==> config.mk <==
export PLATFORM = sky130hd
export DESIGN_NAME = supply_switch_ctrl
export DESIGN_NICKNAME = d
export VERILOG_FILES = /design/src/rtl/supply_switch_pkg.sv /design/src/rtl/level_sync.sv /design/src/rtl/qual_counter.sv /design/src/rtl/mode_cmd_decoder.sv /design/src/rtl/supply_switch_ctrl.sv
export SDC_FILE = /design/constraint.sdc
export NUM_CORES = 1
export LEC_CHECK = 0
export ABC_AREA = 1
export BUFFER_PORTS_ARGS = -buffer_cell sky130_fd_sc_hd__buf_2
export CAP_MARGIN = 20
export CORE_ASPECT_RATIO = 0.5
export CORE_UTILIZATION = 30
export CTS_CLUSTER_SIZE = 25
export DETAILED_ROUTE_END_ITERATION = 10
export PLACE_DENSITY = 0.46
export SLEW_MARGIN = 10
export SYNTH_ARGS = -nofsm -noshare
export SYNTH_HDL_FRONTEND = slang
export SYNTH_SLANG_ARGS = --single-unit
==> constraint.sdc <==
create_clock -name clk -period 1.5 [get_ports clk]
set_input_delay 0 -clock clk [delete_from_list [all_inputs] [get_ports clk]]
set_output_delay 0 -clock clk [all_outputs]
set_load 0.01 [all_outputs]
==> src/rtl/supply_switch_pkg.sv <==
package supply_switch_pkg;

  typedef enum logic {
    SRC_BATT  = 1'b0,
    SRC_FIELD = 1'b1
  } src_e;

  // mode byte: [7:6] = 11, [2:0] = 111, [3] = enable value
  function automatic logic is_mode_cmd(input logic [7:0] b);
    return (b[7:6] == 2'b11) && (b[2:0] == 3'b111);
  endfunction

endpackage

==> src/rtl/level_sync.sv <==
module level_sync #(
  parameter int STAGES = 2
) (
  input  logic clk,
  input  logic rst,
  input  logic d_i,
  output logic q_o
);
  logic [STAGES-1:0] pipe_q;

  generate
    if (STAGES == 1) begin : g_one
      always_ff @(posedge clk) begin
        if (rst) pipe_q <= '0;
        else     pipe_q <= d_i;
      end
    end else begin : g_many
      always_ff @(posedge clk) begin
        if (rst) pipe_q <= '0;
        else     pipe_q <= {pipe_q[STAGES-2:0], d_i};
      end
    end
  endgenerate

  assign q_o = pipe_q[STAGES-1];
endmodule

==> src/rtl/qual_counter.sv <==
module qual_counter #(
  parameter int DELAY = 16
) (
  input  logic clk,
  input  logic rst,
  input  logic cond_i,
  output logic met_o
);
  localparam int CW = $clog2(DELAY + 1);
  localparam logic [CW-1:0] LIMIT = CW'(DELAY);

  logic [CW-1:0] cnt_q;

  always_ff @(posedge clk) begin
    if (rst)                  cnt_q <= '0;
    else if (!cond_i)         cnt_q <= '0;
    else if (cnt_q != LIMIT)  cnt_q <= cnt_q + 1'b1;
  end

  assign met_o = (cnt_q == LIMIT);


  restart_chk: assert property (@(posedge clk) disable iff (rst)
    !cond_i |=> cnt_q == '0);


  met_needs_cond_chk: assert property (@(posedge clk) disable iff (rst)
    met_o |-> $past(cond_i));
endmodule

==> src/rtl/mode_cmd_decoder.sv <==
module mode_cmd_decoder
  import supply_switch_pkg::*;
(
  input  logic       clk,
  input  logic       rst,
  input  logic       cmd_valid,
  input  logic [7:0] cmd_byte,
  output logic       auto_en_o
);
  logic auto_en_q;

  always_ff @(posedge clk) begin
    if (rst)                                    auto_en_q <= 1'b1;
    else if (cmd_valid && is_mode_cmd(cmd_byte)) auto_en_q <= cmd_byte[3];
  end

  assign auto_en_o = auto_en_q;


  ignore_chk: assert property (@(posedge clk) disable iff (rst)
    !(cmd_valid && is_mode_cmd(cmd_byte)) |=> $stable(auto_en_q));
endmodule

==> src/rtl/supply_switch_ctrl.sv <==
module supply_switch_ctrl
  import supply_switch_pkg::*;
#(
  parameter int SYNC_STAGES = 2,
  parameter int ON_DELAY    = 80000,
  parameter int OFF_DELAY   = 6000000,
  parameter int RST_LEN     = 64
) (
  input  logic       clk,
  input  logic       rst,
  input  logic       coil_above_on,
  input  logic       coil_below_off,
  input  logic       cmd_valid,
  input  logic [7:0] cmd_byte,
  output logic       field_sel,
  output logic       wake_pulse,
  output logic       host_reset_req
);
  localparam int RW = $clog2(RST_LEN + 1);
  localparam logic [RW-1:0] RLOAD = RW'(RST_LEN);

  logic above_s, below_s, auto_en, on_met, off_met;
  src_e src_q;
  logic wake_q;
  logic [RW-1:0] rcnt_q;

  level_sync #(.STAGES(SYNC_STAGES)) u_sync_on (
    .clk(clk), .rst(rst), .d_i(coil_above_on), .q_o(above_s));
  level_sync #(.STAGES(SYNC_STAGES)) u_sync_off (
    .clk(clk), .rst(rst), .d_i(coil_below_off), .q_o(below_s));

  mode_cmd_decoder u_cmd (
    .clk(clk), .rst(rst), .cmd_valid(cmd_valid), .cmd_byte(cmd_byte),
    .auto_en_o(auto_en));

  qual_counter #(.DELAY(ON_DELAY)) u_qual_on (
    .clk(clk), .rst(rst),
    .cond_i(above_s && auto_en && (src_q == SRC_BATT)), .met_o(on_met));
  qual_counter #(.DELAY(OFF_DELAY)) u_qual_off (
    .clk(clk), .rst(rst),
    .cond_i(below_s && auto_en && (src_q == SRC_FIELD)), .met_o(off_met));

  always_ff @(posedge clk) begin
    if (rst) begin
      src_q  <= SRC_BATT;
      wake_q <= 1'b0;
      rcnt_q <= '0;
    end else begin
      wake_q <= 1'b0;
      if (rcnt_q != '0) rcnt_q <= rcnt_q - 1'b1;
      unique case (src_q)
        SRC_BATT: begin
          if (auto_en && on_met) begin
            src_q  <= SRC_FIELD;
            wake_q <= 1'b1;
          end
        end
        SRC_FIELD: begin
          if (!auto_en) begin
            src_q <= SRC_BATT;
          end else if (off_met) begin
            src_q  <= SRC_BATT;
            rcnt_q <= RLOAD;
          end
        end
        default: src_q <= SRC_BATT;
      endcase
    end
  end

  assign field_sel      = (src_q == SRC_FIELD);
  assign wake_pulse     = wake_q;
  assign host_reset_req = (rcnt_q != '0);


  wake_entry_chk: assert property (@(posedge clk) disable iff (rst)
    wake_pulse |-> field_sel && !$past(field_sel));

  entry_wake_chk: assert property (@(posedge clk) disable iff (rst)
    $rose(field_sel) |-> wake_pulse);

  disabled_batt_chk: assert property (@(posedge clk) disable iff (rst)
    !auto_en |=> !field_sel);

  req_on_loss_chk: assert property (@(posedge clk) disable iff (rst)
    $rose(host_reset_req) |-> $fell(field_sel));
endmodule

==> flow_summary.yaml, run 1 <==
outcome:
  outcome: "finished clean"
routing:
  drc: 0
  dr.pass1.iters: 4
  post_drt_via_cell_ratio: 4.41
  dr_total_vias: 2546
  drt-initial-drc-count: 129
  drtAntennaViolNets: 0
  wl_um: 6250
  wire_per_inst_um: 10.8
setup_path:
  critPathCaptureType: "flop"
  reg2reg_from: "u_qual_off.cnt_q[1]"
  reg2reg_depth: 7
  r2r_end: "rcnt_q[2]"
  critPathLaunch: "u_qual_off.cnt_q[1]"
  startpoint_type: "flop"
  reg2reg_slack_ns: 0.12
  arrival_ns: 1.57
  crit_path_end: "rcnt_q[2]"
  critPathKind: "flop to flop"
  crit_required_ns: 1.69
  crit_fanout: 4
layout:
  nets: 478
  drive_above_1_share_pct: 13.9
  finalInstanceArea_mm2: 0.00337
  area_growth_pct: 20.7
  finish.utilization_pct: 38.0
  antenna_cells: 0
die:
  core_mm2: 0.00886
  start_util_pct: 31.5
  dieArea_mm2: 0.00970
  die_y_um: 70.2
  num_io_pins: 16
  die_w_um: 138
  fp-row-count: 24
clock_network:
  htree_num_levels: 2
  numClockSinks: 54
  cts_root_buf: "clkbuf_16"
  tritoncts: "done"
  cts_buffer_depth: 2
  clock_latency_ns: 0.29
  cts_setup_buffers: 0
  clk_pin_slew_ns: 0.07
  numCtsBuffers: 5
yosys:
  ys_seq_area_share_pct: 38.8
  yosys.area_share.simple_pct: 38.4
  ys_types: 27
  synthXorXnorAreaFrac_pct: 1.89
  yosys_warnings: 0
  synthMuxAreaShare_pct: 0
  synth_compound_area_share_pct: 9.38
  synth_area_per_cell_um2: 6.61
  synth_nets: 441
  synth_seq_cells: 54
  synth_fa_ha_area_share_pct: 2.69
  synthCells: 422
  syn-cell-area_mm2: 0.00279
  synth_top_family_by_area: "simple AND/OR/NAND/NOR gates"
sta:
  setup_tns_ns: 0
  fin_crit_sh_pct: 92.1
  timing.final.hold_violations: 0
  drv_slew: 0
  tightest_slew_ns: 0.318
  fmax_ghz: 0.724
  slew_headroom_pct: 78.7
  period_minus_slack_ns: 1.38
  fin_worst_skew_ns: 0.00317
  setup_viol: 0
power_and_ir_drop:
  power_density_mw_per_mm2: 1010
  peakVddDrop_uv: 392
  total_leakage_power_nw: 1.20
grt:
  grt_first_pass_wirelength_um: 11300
  grt_overflow_total: 0
  grt_start_max_net_pins: 17
  antenna_found_initial: 0
  grt_usage_pct: 14.5
  grt_pass1_vias: 2520
min_path:
  hold_start: "cmd_byte[7]"
  min_path_type: "input pin to flop"
  hold_depth: 6
placement:
  place.gp.congestion: 0.789
  dp.final_hpwl_um: 4740
  dpl_cell_area_mm2: 0.00307
  port_buffers: 13
flow_run:
  cap_violations: 0
-- layout by cell type, fill, tap and decap left out, types with 7 or more instances in the layout --
cell | Yosys | routed
nand2_1 | 91 | 88
nor2_1 | 78 | 73
inv_1 | 59 | 58
dfxtp_1 | 54 | 50
nand3_1 | 38 | 37
a21oi_1 | 30 | 30
o21ai_0 | 16 | 15
buf_2 | 0 | 13
buf_4 | 2 | 11
nand4_1 | 9 | 9
dlygate4sd3_1 | 0 | 8
nor2_4 | 3 | 7
-- sequential cells by signal (all words and copies together), names as in the netlist --
register	count
u_qual_off.cnt_q	23
u_sync_on.pipe_q	2
u_cmd.auto_en_o	1
wake_pulse	1
u_qual_on.cnt_q	17
rcnt_q	7
field_sel	1
u_sync_off.pipe_q	2
-- worst max-delay path, cell delays in order, from the launching register on --
cell and delay (ns):
dfxtp_2 0.34, inv_1 0.08, ha_2 0.18, nand3_1 0.12, nor2_4 0.14, nand4_1 0.21
nand2_2 0.16, nor2_1 0.05
-- synthesized netlist by cell type --
cell	n	share of area, %
nand4_1	9	2.0
or2_0	1	0.22
a31oi_1	1	0.22
buf_4	2	0.54
nor3_1	5	0.90
o21a_1	1	0.27
dfxtp_1	54	39
nand3b_1	3	0.81
a21oi_1	30	5.4
inv_2	3	0.40
xnor2_1	1	0.31
o21ai_1	2	0.36
nand2_1	91	12
and2_1	2	0.45
nand2_2	2	0.45
nor2_1	78	11
nand3_1	38	6.8
nand3_2	3	1.1
a211oi_1	1	0.27
nand3b_2	1	0.40
nor2_4	3	1.2
ha_1	6	2.7
nor2_2	4	0.90
xor2_1	5	1.6
inv_1	59	7.9
o21ai_0	16	2.9
nor3_2	1	0.36
-- worst min path at each step --
stage / slack (ns) / endpoint
after detailed placement: 0.22 / u_sync_off.pipe_q[0]
final: 0.07 / u_cmd.auto_en_o
after CTS: 0.06 / u_cmd.auto_en_o
after global routing: 0.11 / u_cmd.auto_en_o
after floorplan: 0.07 / rcnt_q[6]
after global placement: 0.21 / u_sync_off.pipe_q[0]
-- cell families (layout without fill, tap and decap cells) --
logic type               Yosys count  count (layout)
AO/OA/AOI/OAI                     51              51
XOR/XNOR                           6               6
adder cells (fa/ha/maj)            6               6
buffers and inverters             64             102
flip-flops                        54              54
AND/OR/NAND/NOR                  241             241
-- stage by stage --
stage               instances  setup slack, ns  power (mW)  hold slack, ns
floorplan                 422            0.216        2.04          0.0691
global placement          561           0.0989        2.16           0.208
detailed placement        561           0.0305        2.16           0.224
CTS                       577          0.00885        3.47          0.0625
global route              577         -0.00776        3.65           0.106
finish                    577            0.119        3.41          0.0657
-- power breakdown --
group          switching [mW]  internal, mW  leakage [nW]
Sequential             0.0437          1.52         0.439
Clock                   0.513         0.757        0.0832
Combinational           0.329         0.243         0.673
-- routing by layer --
metal,global-route usage [%],part of all wire (%)
met1,17.8,52
met2,25.2,44
met3,3.57,2.2
met4,4.12,1.1
met5,0,0
-- timing repair --
| item | 4_1_cts | 5_1_grt |
|---|---|---|
| hold buffers | 8 | 0 |
| endpoints found under the setup margin | 0 | 22 |
| gates resized for setup | 0 | 20 |
| endpoints found under the hold margin | 6 | 0 |
-- area by class of cell --
cell class | instances | area, µm²
Clock buffer | 8 | 166
Fill cell | 898 | 5490
Inverter | 62 | 233
Multi-Input combinational cell | 304 | 1510
Sequential cell | 54 | 1090
Tap cell | 117 | 146
Timing Repair Buffer | 32 | 228
(Power assumes the default switching activity.)
==> inputs of run 2 (changes only) <==
--- a/config.mk
+++ b/config.mk
@@ -10,6 +10,7 @@
 export CAP_MARGIN = 20
 export CORE_ASPECT_RATIO = 0.5
 export CORE_UTILIZATION = 30
+export CTS_BUF_LIST = sky130_fd_sc_hd__clkbuf_8
 export CTS_CLUSTER_SIZE = 25
 export DETAILED_ROUTE_END_ITERATION = 10
 export PLACE_DENSITY = 0.46
==> run 2 against run 1 <==
Against the previous run: global-route usage increased by 0.11 points; clock skew rose by 0.0059 ns; final area decreased by 2.1%; hold slack got worse by 0.026 ns; utilization fell by 0.81 points; fmax up 2.3%; critical path type unchanged; largest power group unchanged.
==> flow_summary.yaml, run 2 (synthesis gave the netlist of run 1 again) <==
flow_run:
  cap_violations: 0
layout:
  layout_commonest_cell: "nand2_1"
  fillers: 909
  area_growth_pct: 18.2
  drive_above_1_share_pct: 13.5
  finalInstanceArea_mm2: 0.00329
  final_cell_mix: "89 x nand2_1, 74 x nor2_1, 58 x inv_1, 48 x dfxtp_1, 38 x nand3_1"
  final_cells: 577
  antenna_cells: 0
  finish.utilization_pct: 37.2
  largest_reg_flops: 23
  regMostFlops: "u_qual_off.cnt_q"
  nets: 478
  largestRegisters: "u_qual_off.cnt_q x23, u_qual_on.cnt_q x17, rcnt_q x7"
die:
  fp-row-count: 24
  dieArea_mm2: 0.00970
  start_util_pct: 31.5
  die_y_um: 70.2
  num_io_pins: 16
  core_mm2: 0.00886
  die_w_um: 138
outcome:
  outcome: "finished clean"
routing:
  post_drt_via_cell_ratio: 4.43
  drc: 0
  drt-initial-drc-count: 119
  dr.pass1.iters: 5
  wl_um: 6260
  drtAntennaViolNets: 0
  wire_per_inst_um: 10.8
  dr_total_vias: 2557
grt:
  grt_overflow_total: 0
  grt_pass1_vias: 2517
  antenna_found_initial: 0
  grt_usage_pct: 14.6
  grt_first_pass_wirelength_um: 11300
  grt_start_max_net_pins: 17
setup_path:
  reg2reg_depth: 8
  reg2reg_slack_ns: 0.15
  crit_required_ns: 1.72
  crit_buf_inv: 0
  critPathCaptureType: "flop"
  cpPeakStageDelay_ns: 0.37
  crit_family: "simple AND/OR/NAND/NOR gates"
  path_cells: "ha_1 > nand2_1 > nor2_2 > nand2_2 > nor2_1 > nand2_1 > o21ai_1 > nor2_1"
  critPathKind: "flop to flop"
  reg2reg_from: "u_qual_on.cnt_q[1]"
  crit_fanout: 6
  crit_slowest_cell: "dfxtp_2"
  r2r_end: "u_qual_on.cnt_q[12]"
  arrival_ns: 1.57
  startpoint_type: "flop"
sta:
  period_minus_slack_ns: 1.35
  slew_headroom_pct: 78.9
  tightest_slew_ns: 0.314
  setup_viol: 0
  drv_slew: 0
  setup_tns_ns: 0
  fin_crit_sh_pct: 90.0
  whs_ns: 0.0399
  fin_worst_skew_ns: 0.00907
  rsz0062_at_grt: "no"
  fmax_ghz: 0.741
  timing.final.ws_setup_ns: 0.150
  timing.final.hold_violations: 0
clock_network:
  htree_num_levels: 2
  tritoncts: "done"
  clk_pin_slew_ns: 0.09
  cts_setup_buffers: 0
  cts_root_buf: "clkbuf_8"
  cts_buffer_depth: 2
  clock_latency_ns: 0.32
  numCtsBuffers: 5
  numClockSinks: 54
min_path:
  hold_start: "cmd_byte[7]"
  holdPathEnd: "u_cmd.auto_en_o"
  hold_depth: 6
  min_path_type: "input pin to flop"
placement:
  place_inst: 561
  place.gp.congestion: 0.789
  port_buffers: 13
  dp_slack_ns: 0.0305
  dpl_cell_area_mm2: 0.00307
  dp.final_hpwl_um: 4740
power_and_ir_drop:
  peakVddDrop_uv: 344
  finalPower_mw: 3.10
  power_density_mw_per_mm2: 940
  total_leakage_power_nw: 1.17
run 2: cell counts in the layout (fill, tap and decap cells not counted):
No cell type changed its count.
run 2: cell type report:
class / instances / area (µm²) / share of cell area [%]
inverters: 62 / 233 / 7.06
flip-flops and latches: 54 / 1090 / 33.0
clock buffers: 8 / 110 / 3.34
well taps: 117 / 146 / 4.44
repair buffers: 32 / 228 / 6.91
multi-input cells: 304 / 1490 / 45.2
run 2: tightest hold or removal path: cells and delay by family:
kind / cells / cell delay [ns]
buffers and inverters: 1 / 0.09
AND/OR/NAND/NOR: 5 / 0.23
run 2: worst max path at each step:
stage / from / endpoint / slack, ns / cells after the start
finish: u_qual_on.cnt_q[1] / u_qual_on.cnt_q[12] / 0.15 / 8
detailed placement: u_qual_off.cnt_q[1] / rcnt_q[3] / 0.03 / 7
global placement: u_qual_on.cnt_q[1] / u_qual_on.cnt_q[12] / 0.1 / 8
global route: u_qual_off.cnt_q[1] / rcnt_q[1] / 0.001 / 7
CTS: u_qual_off.cnt_q[1] / rcnt_q[2] / 0.007 / 7
floorplan: u_qual_off.cnt_q[0] / u_qual_off.cnt_q[10] / 0.22 / 6
run 2: layer usage:
metal	vias up	GRT usage [%]	share of wire (%)
met5	-	0	0
li1	1416	-	-
met3	7	3.57	2.7
met1	1118	18.1	52
met2	16	24.9	44
met4	0	4.87	1.3
run 2: where the power goes:
group / switching (mW) / internal, mW
sequential: 0.0436 / 1.52
combinational: 0.327 / 0.242
clock: 0.495 / 0.467
total: 0.866 / 2.23
run 2: what timing repair did:
action | in CTS | in global routing
endpoints found under the setup margin | 0 | 23
hold buffers | 8 | 0
gates resized for setup | 0 | 17
hold endpoints to repair | 6 | 0
